<file path="src/rtl/asrx_pkg.sv">
package asrx_pkg;
  localparam int unsigned LONG_W  = 18;
  localparam int unsigned SHORT_W = 16;
  localparam int unsigned CNT_W   = $clog2(LONG_W + 1);

  typedef enum logic {FMT_I2S = 1'b0, FMT_LSBJ = 1'b1} fmt_e;
  typedef enum logic {CH_LEFT = 1'b0, CH_RIGHT = 1'b1} chan_e;
  typedef logic [LONG_W-1:0] sample_t;
endpackage

</file>
<file path="src/rtl/asrx_sync.sv">
module asrx_sync #(
  parameter int unsigned WIDTH  = 3,
  parameter int unsigned STAGES = 2
) (
  input  logic             clk_i,
  input  logic             rst_ni,
  input  logic [WIDTH-1:0] d_i,
  output logic [WIDTH-1:0] q_o
);
  logic [WIDTH-1:0] stg_q [STAGES];

  always_ff @(posedge clk_i or negedge rst_ni) begin
    if (!rst_ni) begin
      for (int i = 0; i < STAGES; i++) stg_q[i] <= '0;
    end else begin
      stg_q[0] <= d_i;
      for (int i = 1; i < STAGES; i++) stg_q[i] <= stg_q[i-1];
    end
  end

  assign q_o = stg_q[STAGES-1];
endmodule

</file>
<file path="src/rtl/asrx_frame.sv">
module asrx_frame
  import asrx_pkg::*;
(
  input  logic clk_i,
  input  logic rst_ni,
  input  logic bit_rise_i,
  input  logic ws_fall_i,
  input  logic ws_i,
  input  fmt_e fmt_i,
  output logic run_o,
  output logic bit_en_o,
  output logic word_start_o,
  output logic done_left_o,
  output logic done_right_o
);
  logic  ws_at_rise_q;
  logic  run_q;
  logic  armed_q;
  chan_e last_tag_q;
  chan_e tag;

  // I2S data lags the word clock by one bit
  assign tag = (fmt_i == FMT_LSBJ) ? chan_e'(ws_i) : chan_e'(ws_at_rise_q);

  assign bit_en_o     = bit_rise_i && run_q;
  assign word_start_o = bit_en_o && (tag != last_tag_q);
  assign done_left_o  = word_start_o && armed_q && (last_tag_q == CH_LEFT);
  assign done_right_o = word_start_o && armed_q && (last_tag_q == CH_RIGHT);
  assign run_o        = run_q;

  always_ff @(posedge clk_i or negedge rst_ni) begin
    if (!rst_ni) begin
      ws_at_rise_q <= 1'b0;
      run_q        <= 1'b0;
      armed_q      <= 1'b0;
      last_tag_q   <= CH_RIGHT;
    end else begin
      if (bit_rise_i) ws_at_rise_q <= ws_i;
      if (ws_fall_i)  run_q <= 1'b1;
      if (bit_en_o) begin
        last_tag_q <= tag;
        // first boundary only aligns; the word before it is partial
        if (word_start_o) armed_q <= 1'b1;
      end
    end
  end
endmodule

</file>
<file path="src/rtl/asrx_word.sv">
module asrx_word
  import asrx_pkg::*;
(
  input  logic    clk_i,
  input  logic    rst_ni,
  input  logic    bit_en_i,
  input  logic    word_start_i,
  input  logic    sd_i,
  input  fmt_e    fmt_i,
  input  logic    len18_i,
  output sample_t word_o
);
  sample_t          shift_q;
  logic [CNT_W-1:0] cnt_q;
  logic [CNT_W-1:0] n_bits;
  logic             take;

  assign n_bits = len18_i ? CNT_W'(LONG_W) : CNT_W'(SHORT_W);
  // I2S keeps the leading N bits, LSB-justified keeps the trailing N
  assign take   = (fmt_i == FMT_LSBJ) || (cnt_q < n_bits);

  always_ff @(posedge clk_i or negedge rst_ni) begin
    if (!rst_ni) begin
      shift_q <= '0;
      cnt_q   <= '0;
    end else if (bit_en_i) begin
      if (word_start_i) begin
        shift_q <= {{(LONG_W-1){1'b0}}, sd_i};
        cnt_q   <= CNT_W'(1);
      end else begin
        if (take) shift_q <= {shift_q[LONG_W-2:0], sd_i};
        if (cnt_q < CNT_W'(LONG_W)) cnt_q <= cnt_q + CNT_W'(1);
      end
    end
  end

  assign word_o = len18_i ? shift_q
                          : {{(LONG_W-SHORT_W){shift_q[SHORT_W-1]}}, shift_q[SHORT_W-1:0]};
endmodule

</file>
<file path="src/rtl/audio_ser_rx.sv">
module audio_ser_rx
  import asrx_pkg::*;
#(
  parameter int unsigned SYNC_STAGES = 2
) (
  input  logic              clk_i,
  input  logic              rst_ni,
  input  logic              bclk_i,
  input  logic              wclk_i,
  input  logic              sdata_i,
  input  logic              lsbj_i,
  input  logic              len18_i,
  output logic [LONG_W-1:0] left_o,
  output logic [LONG_W-1:0] right_o,
  output logic              valid_o,
  output logic              run_o
);
  localparam int unsigned LINES = 3;

  logic [LINES-1:0] line_s;
  logic             bclk_s, wclk_s, sd_s;
  logic             bclk_d, wclk_d;
  logic             bit_rise, ws_fall;
  logic             bit_en, word_start, done_left, done_right;
  fmt_e             fmt;
  sample_t          word;
  sample_t          left_hold_q;

  assign fmt = fmt_e'(lsbj_i);

  asrx_sync #(.WIDTH(LINES), .STAGES(SYNC_STAGES)) i_sync (
    .clk_i  (clk_i),
    .rst_ni (rst_ni),
    .d_i    ({sdata_i, wclk_i, bclk_i}),
    .q_o    (line_s)
  );

  assign {sd_s, wclk_s, bclk_s} = line_s;

  always_ff @(posedge clk_i or negedge rst_ni) begin
    if (!rst_ni) begin
      bclk_d <= 1'b0;
      wclk_d <= 1'b0;
    end else begin
      bclk_d <= bclk_s;
      wclk_d <= wclk_s;
    end
  end

  assign bit_rise = bclk_s & ~bclk_d;
  assign ws_fall  = wclk_d & ~wclk_s;

  asrx_frame i_frame (
    .clk_i        (clk_i),
    .rst_ni       (rst_ni),
    .bit_rise_i   (bit_rise),
    .ws_fall_i    (ws_fall),
    .ws_i         (wclk_s),
    .fmt_i        (fmt),
    .run_o        (run_o),
    .bit_en_o     (bit_en),
    .word_start_o (word_start),
    .done_left_o  (done_left),
    .done_right_o (done_right)
  );

  asrx_word i_word (
    .clk_i        (clk_i),
    .rst_ni       (rst_ni),
    .bit_en_i     (bit_en),
    .word_start_i (word_start),
    .sd_i         (sd_s),
    .fmt_i        (fmt),
    .len18_i      (len18_i),
    .word_o       (word)
  );

  always_ff @(posedge clk_i or negedge rst_ni) begin
    if (!rst_ni) begin
      left_hold_q <= '0;
      left_o      <= '0;
      right_o     <= '0;
      valid_o     <= 1'b0;
    end else begin
      valid_o <= done_right;
      if (done_left) left_hold_q <= word;
      if (done_right) begin
        left_o  <= left_hold_q;
        right_o <= word;
      end
    end
  end
endmodule

</file>
<file path="config.mk">
export PLATFORM = sky130hd
export DESIGN_NAME = audio_ser_rx
export DESIGN_NICKNAME = d
export VERILOG_FILES = /design/src/rtl/asrx_pkg.sv /design/src/rtl/asrx_sync.sv /design/src/rtl/asrx_frame.sv /design/src/rtl/asrx_word.sv /design/src/rtl/audio_ser_rx.sv
export SDC_FILE = /design/constraint.sdc
export NUM_CORES = 1
export LEC_CHECK = 0
export ABC_AREA = 1
export BUFFER_PORTS_ARGS = -buffer_cell sky130_fd_sc_hd__buf_2
export CORE_UTILIZATION = 62
export DETAILED_ROUTE_END_ITERATION = 8
export GPL_TIMING_DRIVEN = 0
export PLACE_DENSITY = 0.84
export SYNTH_ARGS = -nofsm -noshare
export SYNTH_HDL_FRONTEND = slang
export SYNTH_HIERARCHICAL = 1
export SYNTH_SLANG_ARGS = --single-unit
export TNS_END_PERCENT = 100
</file>
<file path="constraint.sdc">
create_clock -name clk_i -period 5.1 [get_ports clk_i]
set_clock_uncertainty 0.15 [all_clocks]
set_input_delay 0.765 -clock clk_i [delete_from_list [all_inputs] [get_ports clk_i]]
set_output_delay 0.765 -clock clk_i [all_outputs]
set_load 0.005 [all_outputs]
</file>
==> results.md, run 1 <==
## Status
- complete, no violations — result of the run

## Setup path
- 2.16 ns — CP arrival
- buffers and inverters — category of cells accounting for the largest share of critical-path delay
- i_word/shift_q[2]$_DFFE_PN0P_ — r2r endpoint
- i_sync/q_o[0]$_DFF_PN0_ — Reg2Reg Launch Point
- 5.19 ns — CP Data Required Time
- flip-flop — crit start category
- 10 — crit path max fanout
- flip-flop — category of the worst setup path capture point
- sky130_fd_sc_hd__dfrtp_1 — slowest stage cell, crit path
- buf_4 -> inv_1 -> nor2_1 -> nand2_2 -> clkinv_2 -> nand3_2 -> inv_1 -> buf_2 -> buf_2 -> nor2_1 -> nand3_1 -> nand2_2 — chain of cells forming the critical path
- flip-flop to flip-flop — category of the most critical setup path
- 6 — Buf/Inv on CP
- 0.33 ns — slowest cell delay on critical path
- 12 — Register-to-Register Path Depth
- 3.04 ns — Register-to-Register Setup Slack

## Pwr
- 0.319 — clock network fraction of total power
- 1.22 mW — Int Pwr
- 369 nW/µm² — total power density per cell area
- 1.68 mW — Power Total
- 0.260 mV — worst vdd rail ir drop
- 0.276 — net switching fraction of the power
- 0.512 — fraction of power consumed by sequential logic
- 0.169 — fraction of power consumed by combinational cells
- 2.66 nW — total leakage power
- 465 µW — switching power total

## Clock tree
- yes — clock tree from TritonCTS
- 0.08 ns — clock transition at the registers of the reported paths
- 2 — buffers from clock root to sink, at most
- 0.35 ns — clock insertion delay at the later pin of the skew report
- 0 — number of buffers inserted by hold repair at cts
- 0 — Post-CTS Setup Bufs
- 0 — number of gates given a new drive strength after cts
- sky130_fd_sc_hd__clkbuf_8 — CTS root buffer
- 3 — H-Tree Level Count
- 9 — number of CTS-inserted buffers
- 90 — CTS sink count

## Placement
- 44 — count of buffers inserted at the top-level ports
- 4340 µm² — instance area after placement
- 0.778 — Final GP Congestion
- 5.03 mm — half-perimeter wire length after detailed placement
- 2.78 ns — worst slack, placed
- 571 — number of cells in the design after placement

## Synth
- 8.85 µm² — Syn Area/Cell
- 6 — count of yosys warnings during synthesis
- 90 — count of state elements after synthesis
- 0.558 — fraction of post-synthesis cell area in the top cell type by area
- 0.564 — portion of the post-synthesis area used by sequential elements
- sky130_fd_sc_hd__dfrtp_1 — cell taking the most area after synthesis
- sky130_fd_sc_hd__nand2_1, sky130_fd_sc_hd__dfrtp_1, sky130_fd_sc_hd__inv_1, sky130_fd_sc_hd__nand2_2, sky130_fd_sc_hd__nand3_1 — Synth top cells by count
- 0 — number of enable-type register cells in the synthesized netlist
- 459 — post-synthesis net count
- 25 — distinct cell type count after synthesis
- sky130_fd_sc_hd__nand2_1 — most common cell in the synthesized netlist
- sky130_fd_sc_hd__dfrtp_1, sky130_fd_sc_hd__nand2_1, sky130_fd_sc_hd__nand2_2 — largest cells by area after synthesis
- 1.00 — Async S/R FF share, synth
- sky130_fd_sc_hd__dfrtp_1 — most used flip-flop cell after synthesis
- 3990 µm² — cell area after technology mapping
- 451 — synthesized netlist cell count

## STA
- no — unrepaired setup endpoints after global routing
- 0.656 — relative slew slack
- 2.06 ns — min cycle time layout
- 3.04 ns — final setup slack of the worst path
- 0 — Final Max Slew Viols
- 0 — setup violators final
- 0.517 ns — slew of the pin with the lowest slew margin
- 0.206 ns — hold_ws
- 485 MHz — maximum clock frequency
- 0.404 — part of the cycle the worst path needs
- 0 — Final Hold Viols
- 0 ns — accumulated negative setup slack

## Global route
- 0 — total grt overflow
- 52 — largest net degree at the start of global routing
- 0.238 — Total Routing Usage GR
- 11.9 mm — global-route wire length before repair
- 0 — initial antenna violation count
- 2705 — vias in the first global route

## Final layout
- 0 — antenna fix cells
- 1280 µm² — area occupied by multi-input gates
- 587 — fin cells
- 4560 µm² — final standard cell area without fillers
- 515 — net count of the finished layout
- 14.3% — area growth from synthesis to layout
- 2250 µm² — flip-flop and latch area
- 0.277 — share of final-layout standard cells stronger than drive strength 1
- 415 — Fill cells
- 0.753 — core occupancy in the finished layout

## Floorplan
- 45 — # IOs
- 82.2 µm — Die X-Extent
- 6760 µm² — die footprint
- 0.659 — starting utilization of the core area
- 82.2 µm — DIE HEIGHT
- 28 — floorplan row count
- 6060 µm² — CORE AREA

## Drt
- 2893 — Vias
- 0 — Final ANT Viol Nets
- 4.93 — Via density
- 133 — 1st-iter DRT viols
- 0 — drc violations
- 12.1 µm — average routed wire per standard cell
- 5 — detailed-router iteration count before antenna repair
- 7.08 mm — final WL

## Worst hold path
- 0 — Worst Hold Depth
- i_sync/stg_q[5]$_DFF_PN0_ — startpoint of the tightest hold check path
- flip-flop to flip-flop — Tightest Hold Check Type
- i_sync/q_o[2]$_DFF_PN0_ — Endpoint, Worst Hold

## Flow run
- 0 — number of maximum-capacitance violations

==> state kept, by name, summed over array words and instances, names as in the netlist, 3 cells and up <==
signal and flops:
i_word/shift_q 18, left_hold_q 18, i_sync/q_o 3, right_o 18, left_o 18, i_sync/stg_q 3, i_word/cnt_q 5
==> cell usage in the layout, fill, tap and decap left out <==
master	netlist	final
sky130_fd_sc_hd__buf_12	1	1
sky130_fd_sc_hd__buf_16	0	1
sky130_fd_sc_hd__buf_2	4	47
sky130_fd_sc_hd__buf_4	22	23
sky130_fd_sc_hd__buf_6	8	8
sky130_fd_sc_hd__buf_8	1	1
sky130_fd_sc_hd__bufinv_16	0	2
sky130_fd_sc_hd__clkbuf_8	0	10
sky130_fd_sc_hd__clkinv_2	1	2
sky130_fd_sc_hd__clkinvlp_4	0	2
sky130_fd_sc_hd__dfrtp_1	89	89
sky130_fd_sc_hd__dfstp_2	1	1
sky130_fd_sc_hd__ha_1	1	1
sky130_fd_sc_hd__inv_1	31	31
sky130_fd_sc_hd__inv_2	1	1
sky130_fd_sc_hd__inv_6	1	2
sky130_fd_sc_hd__inv_8	1	1
sky130_fd_sc_hd__nand2_1	192	192
sky130_fd_sc_hd__nand2_2	31	31
sky130_fd_sc_hd__nand2_4	2	2
sky130_fd_sc_hd__nand3_1	24	24
sky130_fd_sc_hd__nand3_2	3	3
sky130_fd_sc_hd__nand4_1	4	4
sky130_fd_sc_hd__nor2_1	21	21
sky130_fd_sc_hd__nor2_4	1	1
sky130_fd_sc_hd__nor3_4	1	1
sky130_fd_sc_hd__o21ai_0	3	3
sky130_fd_sc_hd__o21ai_1	5	5
sky130_fd_sc_hd__or2_2	2	2
==> routing by layer <==
metal	wire length (µm)	up-vias	global-route usage
li1	-	1459	-
met1	3210	1362	0.289
met2	3520	64	0.411
met3	246	8	0.0418
met4	97	0	0.112
met5	0	-	0
==> power groups by stage <==
stage	Combinational (mW)	Sequential (mW)	Clock (mW)
floorplan	0.199	0.867	0
global placement	0.274	0.869	0
detailed placement	0.287	0.875	0
CTS	0.290	0.861	0.549
global route	0.326	0.873	0.577
finish	0.285	0.862	0.536
==> worst max path at each step <==
stage / from / end / slack (ns) / cells past startpoint
5_1_grt: i_sync/q_o[0]$_DFF_PN0_ / i_word/shift_q[2]$_DFFE_PN0P_ / 2.83 / 12
3_5_place_dp: lsbj_i / i_word/shift_q[2]$_DFFE_PN0P_ / 2.78 / 11
4_1_cts: i_sync/q_o[0]$_DFF_PN0_ / i_word/shift_q[17]$_DFFE_PN0P_ / 3.01 / 12
6_report: i_sync/q_o[0]$_DFF_PN0_ / i_word/shift_q[2]$_DFFE_PN0P_ / 3.04 / 12
3_3_place_gp: rst_ni / left_o[5]$_DFFE_PN0P_ / 2.37 / 1
2_1_floorplan: lsbj_i / i_word/shift_q[15]$_DFFE_PN0P_ / 3.14 / 10
==> area by class of cell <==
cell class / count / area share
clock buffers: 10 / 0.0302
inverters: 35 / 0.0318
clock inverters: 6 / 0.0195
multi-input cells: 290 / 0.281
repair buffers: 45 / 0.0548
flip-flops and latches: 90 / 0.494
well taps: 75 / 0.0206
plain buffers: 36 / 0.0680
==> kinds of logic (layout without fill, tap and decap cells) <==
group,count (synthesis),in the layout,share of synthesized area
fa+ha+maj,1,1,0.00313
compound gates,8,8,0.0100
flops,90,90,0.564
buf+inv,71,132,0.114
simple gates,281,281,0.308
Note: power is estimated with default switching activity, not from simulation.
==> run 2: changes to the inputs <==
CORE_UTILIZATION = 52   (was 62)
PLACE_DENSITY = 0.75   (was 0.84)
clock period = 1.8 ns   (was 5.1 ns; I/O delays follow)
==> results.md, run 2 (synthesis results as in run 1) <==
## Global route
- 0 — total grt overflow, unchanged
- 0 — initial antenna violation count, unchanged
- met2 — global-route layer with the greatest usage
- 48 — largest net degree at the start of global routing, -7.7%
- 2686 — vias in the first global route, -0.70%
- 0.252 — global-route met1 utilization, -0.0372
- 0.198 — Total Routing Usage GR, -0.0398
- 0.0548 — global-route track usage on met3, +0.0131
- 11.8 mm — global-route wire length before repair, -0.64%
- 0.321 — global-route track usage on met2, -0.0898

## Clock tree
- 9 — number of CTS-inserted buffers, unchanged
- 3 — H-Tree Level Count, unchanged
- 2 — buffers from clock root to sink, at most, unchanged
- 0.36 ns — clock insertion delay at the later pin of the skew report, about the same
- yes — clock tree from TritonCTS
- 90 — CTS sink count, unchanged
- 0.08 ns — clock transition at the registers of the reported paths, about the same
- sky130_fd_sc_hd__clkbuf_8 — CTS root buffer

## Placement
- 44 — count of buffers inserted at the top-level ports, unchanged
- 4.80 mm — half-perimeter wire length after detailed placement, -4.6%
- 0.777 — Final GP Congestion, -0.14%

## STA
- 0 — Final Max Slew Viols, unchanged
- 0.573 ns — slew of the pin with the lowest slew margin, +0.0561 ns
- 0.970 — part of the cycle the worst path needs, +0.565
- 0 — Final Hold Viols, unchanged
- 0.618 — relative slew slack, -0.0374
- 573 MHz — maximum clock frequency, +18%
- yes — unrepaired setup endpoints after global routing
- 1.75 ns — min cycle time layout, -0.318 ns
- 0 — setup violators final, unchanged

## Drt
- 11.6 µm — average routed wire per standard cell, -3.8%
- 4.68 — Via density, -5.0%
- 2908 — Vias, +0.52%
- 4 — detailed-router iteration count before antenna repair, -1
- 0 — Final ANT Viol Nets, unchanged
- 128 — 1st-iter DRT viols, -3.8%
- 0 — drc violations, unchanged
- 7.20 mm — final WL, +1.8%

## Pwr
- 0.587 mV — worst vdd rail ir drop, +130%
- 4.84 mW — Power Total, +190%
- 1010 nW/µm² — total power density per cell area, +170%
- 2.74 nW — total leakage power, +3.0%

## Setup path
- buf_4 -> inv_1 -> nand2_1 -> nand3_2 -> nand3_4 -> inv_4 -> nor3_4 -> nand2_4 -> nand2_8 -> clkbuf_16 -> nand2_2 -> nand2_2 — chain of cells forming the critical path
- sky130_fd_sc_hd__nand2_2 — CP most frequent cell
- 0.33 ns — slowest cell delay on critical path, about the same
- flip-flop — category of the worst setup path capture point
- 4 — Buf/Inv on CP, -2
- flip-flop — crit start category
- 7 — crit path max fanout, -3
- 1.90 ns — CP arrival, -0.26 ns
- 1.96 ns — CP Data Required Time, -3.23 ns
- simple AND/OR/NAND/NOR gates — category of cells accounting for the largest share of critical-path delay
- sky130_fd_sc_hd__dfrtp_1 — slowest stage cell, crit path
- flip-flop to flip-flop — category of the most critical setup path

## Final layout
- 0.295 — share of final-layout standard cells stronger than drive strength 1, +0.0177
- sky130_fd_sc_hd__nand2_1, sky130_fd_sc_hd__dfrtp_1, sky130_fd_sc_hd__buf_2, sky130_fd_sc_hd__nand2_2, sky130_fd_sc_hd__inv_1 — commonest cells after routing, fill and taps aside
- sky130_fd_sc_hd__nand2_1 — most frequent standard cell in the layout excluding fill and tap cells
- 0 — antenna fix cells, unchanged
- 596 — Fill cells, +44%
- 525 — net count of the finished layout, +1.9%
- 0.652 — core occupancy in the finished layout, -0.101
- 19.7% — area growth from synthesis to layout

## Floorplan
- 31 — floorplan row count, +11%
- 45 — # IOs, unchanged
- 89.6 µm — Die X-Extent, +9.0%
- 89.6 µm — DIE HEIGHT, +9.0%
- 7330 µm² — CORE AREA, +21%
- 8030 µm² — die footprint, +19%
- 0.545 — starting utilization of the core area, -0.114

## Status
- complete, no violations — result of the run

## Flow run
- 0 — number of maximum-capacitance violations, unchanged

## Worst hold path
- input pin to flip-flop — Tightest Hold Check Type

==> run 2: cell types whose count changed in the layout (fill, tap and decap cells not counted), moves of 3 or more <==
cell                            change
sky130_fd_sc_hd__nand2_4            +3
sky130_fd_sc_hd__buf_4              +4
sky130_fd_sc_hd__dlygate4sd3_1      +4
sky130_fd_sc_hd__buf_6              +3
==> run 2: worst paths after layout <==
check | start | endpoint | slack [ns] | depth (start not counted)
worst max-delay path | i_sync/q_o[1]$_DFF_PN0_ | i_word/shift_q[3]$_DFFE_PN0P_ | 0.05 | 12
worst min-delay path | len18_i | right_o[17]$_DFFE_PN0P_ | 0.15 | 5
worst max register to register | i_sync/q_o[1]$_DFF_PN0_ | i_word/shift_q[3]$_DFFE_PN0P_ | 0.05 | 12
worst min register to register | i_sync/stg_q[5]$_DFF_PN0_ | i_sync/q_o[2]$_DFF_PN0_ | 0.21 | 0
max in group asynchronous | rst_ni | i_frame/last_tag_q$_DFFE_PN1P_ | 0.53 | 3
min in group asynchronous | rst_ni | left_o[10]$_DFFE_PN0P_ | 0.28 | 2
==> run 2: power by group <==
group	total (mW)	internal, mW	switching, mW
sequential	2.44	2.26	0.179
clock	1.55	0.822	0.726
combinational	0.855	0.402	0.453
==> run 2: worst reg2reg max path, delay by kind of cell, from the launching register on <==
family	cells	cell delay [ns]
flops	1	0.33
simple gates	8	0.83
buf+inv	4	0.38
==> run 2: final cells by class <==
type / count / area (µm²) / share of cell area
multi-input combinational: 290 / 1340 / 0.280
clock inverter: 6 / 88.8 / 0.0186
buffer: 35 / 320 / 0.0670
sequential: 90 / 2250 / 0.471
timing repair buffer: 56 / 364 / 0.0762
inverter: 35 / 154 / 0.0322
clock buffer: 10 / 138 / 0.0288
tap: 99 / 124 / 0.0259
==> run 2: metal layers <==
| layer | vias to the layer above | part of all wire |
|---|---|---|
| li1 | 1485 | - |
| met2 | 55 | 0.46 |
| met4 | 0 | 0.022 |
| met1 | 1354 | 0.48 |
| met5 | - | 0 |
| met3 | 14 | 0.039 |
==> run 2: through the flow <==
stage          hold slack [ns]  setup TNS, ns  worst slack (ns)  cell area (µm²)  std cells
3_5_place_dp             0.156          -3.07            -0.243             4370        595
4_1_cts                  0.115              0           0.00432             4660        616
2_1_floorplan           -0.176              0            0.0202             3990        451
6_report                 0.153              0            0.0548             4780        621
3_3_place_gp             0.184         -41.84            -0.454             4340        594
5_1_grt                  0.175         -0.341           -0.0383             4780        621
==> run 2: repair_timing <==
action                                 CTS  global route
gates resized for setup                  7            15
endpoints found under the hold margin   46             0
gates cloned                             0             1
setup buffers                            1             5
setup endpoints to repair               52            56
pin swaps                                2             5
hold buffers                             4             0
